### config.mk
export PLATFORM = sky130hd
export DESIGN_NAME = wakeup_timer
export DESIGN_NICKNAME = d
export VERILOG_FILES = /design/src/rtl/wkt_pkg.sv /design/src/rtl/wkt_cfg.sv /design/src/rtl/wkt_prescaler.sv /design/src/rtl/wkt_counter.sv /design/src/rtl/wkt_event.sv /design/src/rtl/wakeup_timer.sv
export SDC_FILE = /design/constraint.sdc
export NUM_CORES = 1
export LEC_CHECK = 0
export BUFFER_PORTS_ARGS = -buffer_cell sky130_fd_sc_hd__buf_2
export CAP_MARGIN = 25
export CORE_ASPECT_RATIO = 0.7
export CORE_MARGIN = 2
export CORE_UTILIZATION = 51
export DETAILED_ROUTE_END_ITERATION = 6
export PLACE_DENSITY = 0.71
export SYNTH_ARGS = -nofsm -noshare
export SYNTH_HDL_FRONTEND = slang
export SYNTH_SLANG_ARGS = --single-unit
### constraint.sdc
create_clock -name clk -period 8.4 [get_ports clk]
set_clock_uncertainty 0.15 [all_clocks]
set_input_delay 0.42 -clock clk [delete_from_list [all_inputs] [get_ports clk]]
set_output_delay 0.42 -clock clk [all_outputs]
set_load 0.005 [all_outputs]
### src/rtl/wkt_pkg.sv
package wkt_pkg;

    localparam int unsigned RELOAD_W = 16;
    localparam int unsigned SEL_W    = 3;
    localparam int unsigned PRE_W    = 4;
    localparam int unsigned NUM_DIV  = 4;

    // Decoded tick selection
    typedef struct packed {
        logic       slow;   // use the external once-per-second tick
        logic       ext;    // add the extension constant to the reload
        logic [1:0] div;    // prescaler tap: 0 -> /16 ... 3 -> /2
    } tick_sel_t;

    function automatic tick_sel_t decode_sel(input logic [SEL_W-1:0] code);
        tick_sel_t r;
        r.slow = code[2];
        r.ext  = code[2] & code[1];
        r.div  = code[1:0];
        return r;
    endfunction

endpackage

### src/rtl/wkt_cfg.sv
module wkt_cfg
    import wkt_pkg::*;
#(
    parameter int unsigned RW = RELOAD_W,
    parameter int unsigned SW = SEL_W
) (
    input  logic          clk,
    input  logic          rst_n,
    input  logic          enable_i,
    input  logic          we_i,
    input  logic [SW-1:0] sel_i,
    input  logic [RW-1:0] reload_i,
    output logic          run_o,
    output logic          start_o,
    output logic          wr_ok_o,
    output logic [SW-1:0] sel_o,
    output logic [RW-1:0] reload_o
);

    typedef struct packed {
        logic          run;
        logic [SW-1:0] sel;
        logic [RW-1:0] reload;
    } cfg_state_t;

    cfg_state_t st_d, st_q;

    always_comb begin
        st_d     = st_q;
        st_d.run = enable_i;
        if (we_i && !st_q.run) begin
            st_d.sel    = sel_i;
            st_d.reload = reload_i;
        end
    end

    always_ff @(posedge clk or negedge rst_n) begin
        if (!rst_n) begin
            st_q <= '0;
        end else begin
            st_q <= st_d;
        end
    end

    assign run_o    = st_q.run;
    assign start_o  = enable_i && !st_q.run;
    assign wr_ok_o  = !st_q.run;
    // Forwarded so a write in the start cycle is seen by the load
    assign sel_o    = st_d.sel;
    assign reload_o = st_d.reload;

endmodule

### src/rtl/wkt_prescaler.sv
module wkt_prescaler
    import wkt_pkg::*;
#(
    parameter int unsigned PW = PRE_W,
    parameter int unsigned ND = NUM_DIV
) (
    input  logic                  clk,
    input  logic                  rst_n,
    input  logic                  run_i,
    input  logic                  slow_i,
    input  logic [$clog2(ND)-1:0] div_i,
    input  logic                  pulse_i,
    output logic                  tick_o
);

    typedef struct packed {
        logic [PW-1:0] cnt;
    } pre_state_t;

    pre_state_t st_d, st_q;
    logic [ND-1:0] tap;

    // Tap g fires when the low PW-g bits are all ones: period 2^(PW-g)
    for (genvar g = 0; g < ND; g++) begin : g_tap
        assign tap[g] = &st_q.cnt[PW-1-g:0];
    end

    always_comb begin
        st_d = st_q;
        if (run_i) begin
            st_d.cnt = st_q.cnt + 1'b1;
        end else begin
            st_d.cnt = '0;
        end
        tick_o = run_i && (slow_i ? pulse_i : tap[div_i]);
    end

    always_ff @(posedge clk or negedge rst_n) begin
        if (!rst_n) begin
            st_q <= '0;
        end else begin
            st_q <= st_d;
        end
    end

endmodule

### src/rtl/wkt_counter.sv
module wkt_counter
    import wkt_pkg::*;
#(
    parameter int unsigned RW = RELOAD_W
) (
    input  logic          clk,
    input  logic          rst_n,
    input  logic          start_i,
    input  logic          tick_i,
    input  logic          ext_i,
    input  logic [RW-1:0] reload_i,
    output logic          expire_o
);

    localparam int unsigned CNT_W   = RW + 1;
    localparam int unsigned EXT_ADD = (1 << RW) - 1;

    typedef struct packed {
        logic [CNT_W-1:0] cnt;
    } cnt_state_t;

    cnt_state_t       st_d, st_q;
    logic [CNT_W-1:0] eff;
    logic             at_zero;

    always_comb begin
        eff      = {1'b0, reload_i} + (ext_i ? CNT_W'(EXT_ADD) : '0);
        at_zero  = (st_q.cnt == '0);
        expire_o = tick_i && at_zero && !start_i;
        st_d     = st_q;
        if (start_i) begin
            st_d.cnt = eff;
        end else if (tick_i) begin
            st_d.cnt = at_zero ? eff : st_q.cnt - 1'b1;
        end
    end

    always_ff @(posedge clk or negedge rst_n) begin
        if (!rst_n) begin
            st_q <= '0;
        end else begin
            st_q <= st_d;
        end
    end

endmodule

### src/rtl/wkt_event.sv
module wkt_event (
    input  logic clk,
    input  logic rst_n,
    input  logic expire_i,
    input  logic clr_i,
    input  logic irq_en_i,
    input  logic pol_i,
    output logic flag_o,
    output logic irq_o,
    output logic evt_o
);

    typedef struct packed {
        logic flag;
        logic pulse;
    } evt_state_t;

    evt_state_t st_d, st_q;

    always_comb begin
        st_d       = st_q;
        st_d.pulse = expire_i;
        if (expire_i) begin
            st_d.flag = 1'b1;
        end else if (clr_i) begin
            st_d.flag = 1'b0;
        end
    end

    always_ff @(posedge clk or negedge rst_n) begin
        if (!rst_n) begin
            st_q <= '0;
        end else begin
            st_q <= st_d;
        end
    end

    assign flag_o = st_q.flag;
    assign irq_o  = st_q.flag & irq_en_i;
    assign evt_o  = st_q.pulse ^ pol_i;

endmodule

### src/rtl/wakeup_timer.sv
module wakeup_timer
    import wkt_pkg::*;
#(
    parameter int unsigned RW = RELOAD_W,
    parameter int unsigned SW = SEL_W,
    parameter int unsigned PW = PRE_W
) (
    input  logic          clk,
    input  logic          rst_n,
    input  logic          tick_1hz_i,
    input  logic          enable_i,
    input  logic          cfg_we_i,
    input  logic [SW-1:0] cfg_sel_i,
    input  logic [RW-1:0] cfg_reload_i,
    input  logic          irq_en_i,
    input  logic          flag_clr_i,
    input  logic          evt_pol_i,
    output logic          wr_ok_o,
    output logic          flag_o,
    output logic          irq_o,
    output logic          evt_o
);

    logic          run;
    logic          start;
    logic [SW-1:0] cfg_sel;
    logic [RW-1:0] cfg_reload;
    tick_sel_t     tsel;
    logic          tick;
    logic          expire;

    wkt_cfg #(.RW(RW), .SW(SW)) u_cfg (
        .clk      (clk),
        .rst_n    (rst_n),
        .enable_i (enable_i),
        .we_i     (cfg_we_i),
        .sel_i    (cfg_sel_i),
        .reload_i (cfg_reload_i),
        .run_o    (run),
        .start_o  (start),
        .wr_ok_o  (wr_ok_o),
        .sel_o    (cfg_sel),
        .reload_o (cfg_reload)
    );

    assign tsel = decode_sel(cfg_sel);

    wkt_prescaler #(.PW(PW), .ND(NUM_DIV)) u_pre (
        .clk     (clk),
        .rst_n   (rst_n),
        .run_i   (run),
        .slow_i  (tsel.slow),
        .div_i   (tsel.div),
        .pulse_i (tick_1hz_i),
        .tick_o  (tick)
    );

    wkt_counter #(.RW(RW)) u_cnt (
        .clk      (clk),
        .rst_n    (rst_n),
        .start_i  (start),
        .tick_i   (tick),
        .ext_i    (tsel.ext),
        .reload_i (cfg_reload),
        .expire_o (expire)
    );

    wkt_event u_evt (
        .clk      (clk),
        .rst_n    (rst_n),
        .expire_i (expire),
        .clr_i    (flag_clr_i),
        .irq_en_i (irq_en_i),
        .pol_i    (evt_pol_i),
        .flag_o   (flag_o),
        .irq_o    (irq_o),
        .evt_o    (evt_o)
    );

endmodule

==> results of run 1 <==
[state kept, by name, summed over array words and instances (netlist names), named ones only]
signal	count
u_cfg.st_q	18
u_evt.st_q	1
u_cfg.run_o	1
u_pre.st_q	4
u_cnt.st_q	17
u_evt.flag_o	1
[placed cells by master (no fill, tap or decap), types with 3 or more instances in the layout]
cell type | netlist | routed
dfrtp_1 | 43 | 43
and2_1 | 3 | 3
ha_1 | 7 | 7
nor4_1 | 9 | 9
a21o_1 | 3 | 3
nand4_1 | 3 | 3
xor2_1 | 3 | 3
nor2_1 | 33 | 33
buf_4 | 1 | 3
and3_1 | 4 | 4
a211o_1 | 3 | 3
a22oi_1 | 4 | 4
nor2b_1 | 3 | 3
a31oi_1 | 7 | 7
o21ai_0 | 18 | 18
clkbuf_8 | 0 | 5
nand2_1 | 53 | 53
and4b_1 | 3 | 3
mux2i_1 | 14 | 14
inv_1 | 16 | 16
nand3_1 | 7 | 7
buf_2 | 4 | 30
or4_1 | 3 | 3
xnor2_1 | 14 | 14
o31ai_1 | 4 | 4
a21oi_1 | 26 | 26
o22ai_1 | 4 | 4
nor3_1 | 15 | 15
[metrics by stage]
stage | hold WS [ns] | std cells | power (W) | util | cell area (µm²)
after floorplan | -0.0256 | 363 | 0.000441 | - | 3040
after global placement | 0.317 | 456 | 0.000498 | 0.561 | 3230
after detailed placement | 0.321 | 457 | 0.000503 | 0.563 | 3240
after CTS | 0.104 | 465 | 0.000639 | 0.578 | 3330
after global routing | 0.113 | 467 | 0.000686 | 0.584 | 3360
final | 0.107 | 467 | 0.000645 | 0.584 | 3360
[per-layer routing]
layer | part of all wire | vias to the layer above
met1 | 0.49 | 1399
met3 | 0.069 | 13
met2 | 0.42 | 126
li1 | - | 1382
met4 | 0.017 | 0
met5 | 0 | -
[worst max path at each step]
stage / depth (start not counted) / slack, ns / endpoint
after floorplan: 14 / 5.04 / u_cnt.st_q[14]
after global placement: 11 / 4.89 / u_cnt.st_q[14]
after detailed placement: 11 / 4.62 / u_cnt.st_q[14]
after CTS: 11 / 4.60 / u_cnt.st_q[14]
after global routing: 11 / 4.23 / u_cnt.st_q[14]
final: 11 / 4.51 / u_cnt.st_q[14]
[cell families (layout without fill, tap and decap cells)]
family,count (synthesis),in the layout,synth area share
compound gates,92,92,0.200
xor+xnor,17,17,0.0489
fa+ha+maj,7,7,0.0288
buf+inv,32,61,0.0473
flops,43,43,0.354
mux,18,18,0.0621
simple gates,154,154,0.259
[cell type report]
cell class,instances,area (µm²)
clock buffer,6,72.6
clock inverter,2,12.5
fill,535,2390
inverter,17,63.8
multi-input combinational,288,1820
sequential,43,1080
tap,75,93.8
timing repair buffer,36,221
[power by group]
group	internal, W	leakage (nW)	total, W	switching [W]
sequential	0.000246	0.522	0.000288	0.0000424
combinational	0.0000874	0.958	0.000219	0.000132
clock	0.0000583	0.0412	0.000138	0.0000793
total	0.000392	1.52	0.000645	0.000254
[repair_timing]
item                                    CTS  global route
hold buffers                              0             1
endpoints found under the setup margin    0             0
buffers inserted                          0             0
endpoints found under the hold margin     0            15
==> summary.txt, run 1 <==
Status
  – Outcome: complete, no violations

Critical path
  – CP startpoint kind: register
  – Crit path DAT: 3.94 ns
  – CP max-delay cell: mux2_1
  – Type of destination of the critical path: register
  – CP bufs+invs: 1
  – Crit path max-delay family: compound AO/OA/AOI/OAI gates
  – CP dominant cell by count: a21oi_1
  – Worst Path Required: about 8.5 ns
  – R2r setup slk: 4.51 ns
  – Kind of critical path: register to register
  – R2R Path End: u_cnt.st_q[14]
  – Crit. Startpoint: u_cfg.run_o
  – Max incr delay on CP: 0.58 ns
  – Crit path cell chain: nand2b_1, mux2_1, inv_1, ha_1, a21oi_1, o211ai_1, o21a_1, a21oi_1, o21ai_0, xnor2_1, a221o_1
  – R2r worst-path depth: 11
  – Worst Path Max Fanout: 17
  – Worst r2r src: u_cfg.run_o

CTS
  – CTS sink cnt: 43
  – Post-cts resize count: 0
  – H-tree levels: 2
  – CTS Root Cell: clkbuf_8
  – Maximum clock path buffer count: 2
  – Clock buffer count from CTS: 5
  – Reg clk slew, reported paths: 0.09 ns
  – Worst-Skew Late Latency: approximately 0.31 ns
  – CTS tree: done

GRT
  – Met2 Use GR: 0.420
  – Busiest grt layer: met2
  – Routing usage on met3: 0.0446
  – Initial antenna violation count: 0
  – Met1 Track Usage GR: 0.418
  – Largest net degree at the start of global routing: 44
  – First-pass GRT wire length: 14,000 µm
  – Vias in the first global route: 2,795
  – Total gr overflow: 0
  – Total GRT Usage: 0.280

Floorplanning
  – Die H: just under 70 µm
  – Die ar.: 6610 µm²
  – Io pins: 31
  – Cell Rows: 23
  – Initial Util: 0.529
  – Width of the die: 96.3 µm
  – Core area: 5760 µm²

Yosys
  – Syn_nets: 397
  – Post-synth top flop: dfrtp_1
  – Avg Cell Area, Syn: 8.38 µm²
  – Yosys top cell by area: dfrtp_1
  – Count leader, synth: nand2_1
  – Synth top area share: 0.354
  – Synth Warn #: 0
  – Area contributors post-synth: dfrtp_1, nand2_1, mux2i_1
  – Asr flop ratio synth: 1.00
  – Post-synth EDFFs: 0
  – Seq/Total Area, Yosys: 0.354
  – Mapped cell area: 3040 µm²
  – Seq cells post-synth: 43
  – Synth Instances: 363
  – Top cells by count, synth: nand2_1, dfrtp_1, nor2_1
  – Yosys cell types: between 60 and 70

Routing
  – First-pass iteration count of the detailed router: 5
  – Initial DRC count: 276
  – Drt total wl: 8380 µm
  – Via density: 6.25
  – DR DRC count: 0
  – Routed vias: 2,920
  – DRT antenna net count: 0
  – Post-DR wirelength/cell: 17.9 µm

Pwr
  – Lkg Pwr: 1.52 nW
  – Pwr Density: 192 nW/µm²
  – Peak VDD IR: 0.127 mV

Timing
  – Final Hold Vio Count: 0
  – Unrepaired setup endpoints after global routing: no
  – Final worst slack: 4.51 ns
  – Fin. max-slew vios: 0
  – Final Cycle Share: 0.463
  – Slew HR: 0.345
  – Setup TNS: 0 ns
  – Fmax: 0.257 GHz
  – Final setup violation count: 0
  – Least-Margin Pin Slew: 0.980 ns
  – Period minus WS final: 3.89 ns

Cells and area
  – Layout cell share with drive strength beyond 1: 0.145
  – Nets@finish: 425
  – ANT cells: 0
  – Area grow syn2layout: 10.5%

Placed design
  – Gpl congestion: 0.956
  – Final HPWL DP: 6080 µm
  – DP Worst Slack: 4.62 ns
  – PortBufs: 30

Run
  – Max Cap Viol: 0

Min path
  – HP Class: input port to register
  – Min-delay src: enable_i
  – Hold endpoint: u_cfg.run_o
  – Hold Path Stages: 1
Note: power is estimated with default switching activity, not from simulation.
==> inputs of run 2 (changes only) <==
Settings changed: ABC_AREA set to 1, PLACE_DENSITY 0.71 to 0.73.
Clock period 8.4 ns to 3.39 ns, I/O delays scaled along.
==> summary.txt, run 2 <==
Critical path
  – CP max-delay cell: dfrtp_1 (was mux2_1)
  – Crit path max-delay family: simple AND/OR/NAND/NOR gates (was compound AO/OA/AOI/OAI gates)
  – Max incr delay on CP: 0.49 ns (was 0.58 ns)
  – Worst Path Required: 3.47 ns (was 8.45 ns)
  – Worst Path Max Fanout: 21 (was 17)
  – R2r worst-path depth: 19 (was 11)
  – Crit path DAT: 3.00 ns (was 3.94 ns)
  – Kind of critical path: register to register (unchanged)
  – CP startpoint kind: register (unchanged)
  – CP bufs+invs: 3 (was 1)
  – CP Depth: 19 (was 11)
  – Type of destination of the critical path: register (unchanged)
  – Crit path cell chain: inv_4, nand2_4, nand2_4, nand2_4, nand2_4, nand2_1, nand2_1, inv_1, ha_1, inv_1, nand2_1, nand2_1, a21boi_2, nand2_1, nand2_1, nand3_1, nand2_1, nand2_1, a21oi_1 (was nand2b_1, mux2_1, inv_1, ha_1, a21oi_1, o211ai_1, o21a_1, a21oi_1, o21ai_0, xnor2_1, a221o_1)
  – CP dominant cell by count: nand2_1 (was a21oi_1)

Yosys
  – Avg Cell Area, Syn: 6.41 µm² (was 8.38 µm²)
  – Yosys cell types: 35 (was 64)
  – Top cells by count, synth: nand2_1, inv_1, nand3_1 (was nand2_1, dfrtp_1, nor2_1)
  – Synth Warn #: 0 (unchanged)
  – Seq cells post-synth: 43 (unchanged)
  – Seq/Total Area, Yosys: 0.308 (was 0.354)
  – Asr flop ratio synth: 1.00 (unchanged)
  – Mapped cell area: 3490 µm² (was 3040 µm²)
  – Count leader, synth: nand2_1 (unchanged)
  – Synth Instances: 544 (was 363)
  – Post-synth top flop: dfrtp_1 (unchanged)
  – Area contributors post-synth: dfrtp_1, nand2_1, nand3_1 (was dfrtp_1, nand2_1, mux2i_1)
  – Yosys top cell by area: dfrtp_1 (unchanged)
  – Post-synth EDFFs: 0 (unchanged)
  – Syn_nets: 578 (was 397)
  – Synth top area share: 0.308 (was 0.354)

GRT
  – Total gr overflow: 0 (unchanged)
  – Initial antenna violation count: 0 (unchanged)
  – Total GRT Usage: 0.244 (was 0.280)
  – Vias in the first global route: 3,142 (was 2,795)
  – First-pass GRT wire length: 14,500 µm (was 14,000 µm)
  – Largest net degree at the start of global routing: 44 (unchanged)

Floorplanning
  – Initial Util: 0.521 (was 0.529)
  – Die ar.: 7530 µm² (was 6610 µm²)
  – Width of the die: 103 µm (was 96.3 µm)
  – Core area: 6690 µm² (was 5760 µm²)
  – Die H: 73.2 µm (was 68.6 µm)
  – Cell Rows: 25 (was 23)
  – Io pins: 31 (unchanged)

Timing
  – Unrepaired setup endpoints after global routing: no (unchanged)
  – Slew HR: 0.730 (was 0.345)
  – Setup TNS: 0 ns (unchanged)
  – Fmax: 0.342 GHz (was 0.257 GHz)
  – Fin. max-slew vios: 0 (unchanged)
  – Least-Margin Pin Slew: 0.401 ns (was 0.980 ns)
  – Final setup violation count: 0 (unchanged)
  – Final Cycle Share: 0.862 (was 0.463)
  – Worst hold slack: 0.00554 ns (was 0.107 ns)
  – Period minus WS final: 2.92 ns (was 3.89 ns)
  – Final Hold Vio Count: 0 (unchanged)

CTS
  – Post-CTS Hold Buffers: 8 (was 0)
  – Clock buffer count from CTS: 5 (unchanged)
  – CTS tree: done (unchanged)
  – Reg clk slew, reported paths: 0.09 ns (about the same)
  – Worst-Skew Late Latency: 0.30 ns (was 0.31 ns)
  – CTS sink cnt: 43 (unchanged)
  – Post-cts resize count: 0 (unchanged)
  – CTS Root Cell: clkbuf_8 (unchanged)
  – Setup bufs post-CTS: 0 (unchanged)
  – Maximum clock path buffer count: 2 (unchanged)
  – H-tree levels: 2 (unchanged)

Pwr
  – Internal Power: 0.00112 W (was 0.000392 W)
  – Clock share of power: 0.230 (was 0.213)
  – Net Sw Frac: 0.399 (was 0.393)
  – P_sw: 0.000740 W (was 0.000254 W)
  – Logic pwr share: 0.386 (was 0.340)
  – Sequential cell fraction of total power: 0.384 (was 0.447)
  – Lkg Pwr: 2.19 nW (was 1.52 nW)
  – Peak VDD IR: 0.338 mV (was 0.127 mV)
  – Pwr Density: 478 nW/µm² (was 192 nW/µm²)

Placed design
  – Final HPWL DP: 6450 µm (was 6080 µm)
  – Gpl congestion: 0.963 (was 0.956)
  – PortBufs: 30 (unchanged)

Cells and area
  – FILL cells: 670 (was 535)
  – ANT cells: 0 (unchanged)
  – Fin util: 0.580 (was 0.584)
  – Number of flip-flops in the largest register: 18 (unchanged)
  – Biggest regs: u_cfg.st_q (18), u_cnt.st_q (17), u_pre.st_q (4) (unchanged)
  – Leading cell type in the layout, fill and taps excluded: nand2_1 (unchanged)
  – Commonest cells after routing, fill and taps aside: nand2_1, inv_1, nand3_1, nor2_1, dfrtp_1 (was nand2_1, dfrtp_1, nor2_1, buf_2, a21oi_1)
  – Area grow syn2layout: 11.4% (was 10.5%)
  – Nets@finish: 613 (was 425)
  – Layout cell share with drive strength beyond 1: 0.134 (was 0.145)
  – Biggest register: u_cfg.st_q (unchanged)

Routing
  – First-pass iteration count of the detailed router: 5 (unchanged)
  – Drt total wl: 8580 µm (was 8380 µm)
  – Via density: 5.11 (was 6.25)
  – Initial DRC count: 157 (was 276)
  – Routed vias: 3,444 (was 2,920)
  – Top sig layer: met4 (unchanged)
  – Met2 wire len: 3610 µm (was 3550 µm)
  – Met3 wire length: 487 µm (was 582 µm)
  – Post-DR wirelength/cell: 12.7 µm (was 17.9 µm)
  – DR DRC count: 0 (unchanged)
  – M1 WL: 4400 µm (was 4100 µm)
  – DRT antenna net count: 0 (unchanged)

Status
  – Outcome: complete, no violations (unchanged)

Run
  – Max Cap Viol: 0 (unchanged)

Min path
  – Hold Path Stages: 3 (was 1)
  – HP Class: input port to register (unchanged)
run 2: cell types whose count changed after synthesis, moves of 6 or more:
cell | previous run | this run
nor2_2 | 0 | 7
inv_1 | 16 | 82
nand2_1 | 53 | 170
nand2_2 | 0 | 14
nor3_1 | 15 | 4
clkbuf_1 | 8 | 1
a21oi_1 | 26 | 14
mux2i_1 | 14 | 0
nand3_1 | 7 | 63
nor2_1 | 33 | 49
xnor2_1 | 14 | 2
nand2_4 | 0 | 6
nor4_1 | 9 | 3
xor2_1 | 3 | 15
run 2: power groups by stage:
stage / sequential, W / clock [W] / combinational, W
detailed placement: 0.000720 / 0 / 0.000699
finish: 0.000712 / 0.000427 / 0.000716
global placement: 0.000718 / 0 / 0.000687
floorplan: 0.000695 / 0 / 0.000573
CTS: 0.000710 / 0.000437 / 0.000711
global route: 0.000727 / 0.000457 / 0.000830
run 2: path summary, 6_finish.rpt:
check,start,endpoint,slack [ns]
max reg2reg,u_cfg.run_o,u_cnt.st_q[16],0.47
max in group asynchronous,rst_n,u_cnt.st_q[15],2.44
min,cfg_reload_i[3],register,0.006
min reg2reg,u_cnt.st_q[16],u_evt.st_q[0],0.33
min in group asynchronous,rst_n,async pin,0.16
max,u_cfg.run_o,u_cnt.st_q[16],0.47
run 2: worst register-to-register path: cells and delay by family (launching register included):
family,cells,cell delay [ns]
buffers and inverters,3,0.25
DFF,1,0.49
and+or+nand+nor,13,1.46
AOI/OAI and AO/OA,2,0.36
adders and majority gates,1,0.14
run 2: kinds of logic (layout without fill, tap and decap cells):
logic type	Yosys count	count (layout)	share of synthesized area
and+or+nand+nor	327	327	0.419
AOI/OAI and AO/OA	51	51	0.0811
xor gates and xnor gates	17	17	0.0427
buffers and inverters	99	135	0.124
adders and majority gates	7	7	0.0251
DFF	43	43	0.308
run 2: final cells by class:
type / count / area (µm²) / share of cell area
multi-input cells: 402 / 1980 / 0.510
flip-flops and latches: 43 / 1080 / 0.277
inverters: 85 / 322 / 0.0828
repair buffers: 42 / 273 / 0.0702
well taps: 94 / 118 / 0.0303
clock buffers: 6 / 82.6 / 0.0213
clock inverters: 2 / 35.0 / 0.00902
run 2: metrics by stage:
stage / total power [W] / worst slack (ns) / area (µm²) / cells
3_5_place_dp: 0.00142 / 0.530 / 3670 / 657
3_3_place_gp: 0.00141 / 0.607 / 3670 / 657
6_report: 0.00186 / 0.467 / 3880 / 674
5_1_grt: 0.00201 / 0.176 / 3880 / 674
4_1_cts: 0.00186 / 0.505 / 3860 / 673
2_1_floorplan: 0.00127 / 1.09 / 3490 / 544
run 2: routing by layer:
layer / GRT usage / vias up
met5: 0 / -
met4: 0.0541 / 0
met3: 0.0517 / 11
met2: 0.364 / 86
met1: 0.365 / 1578
li1: - / 1769
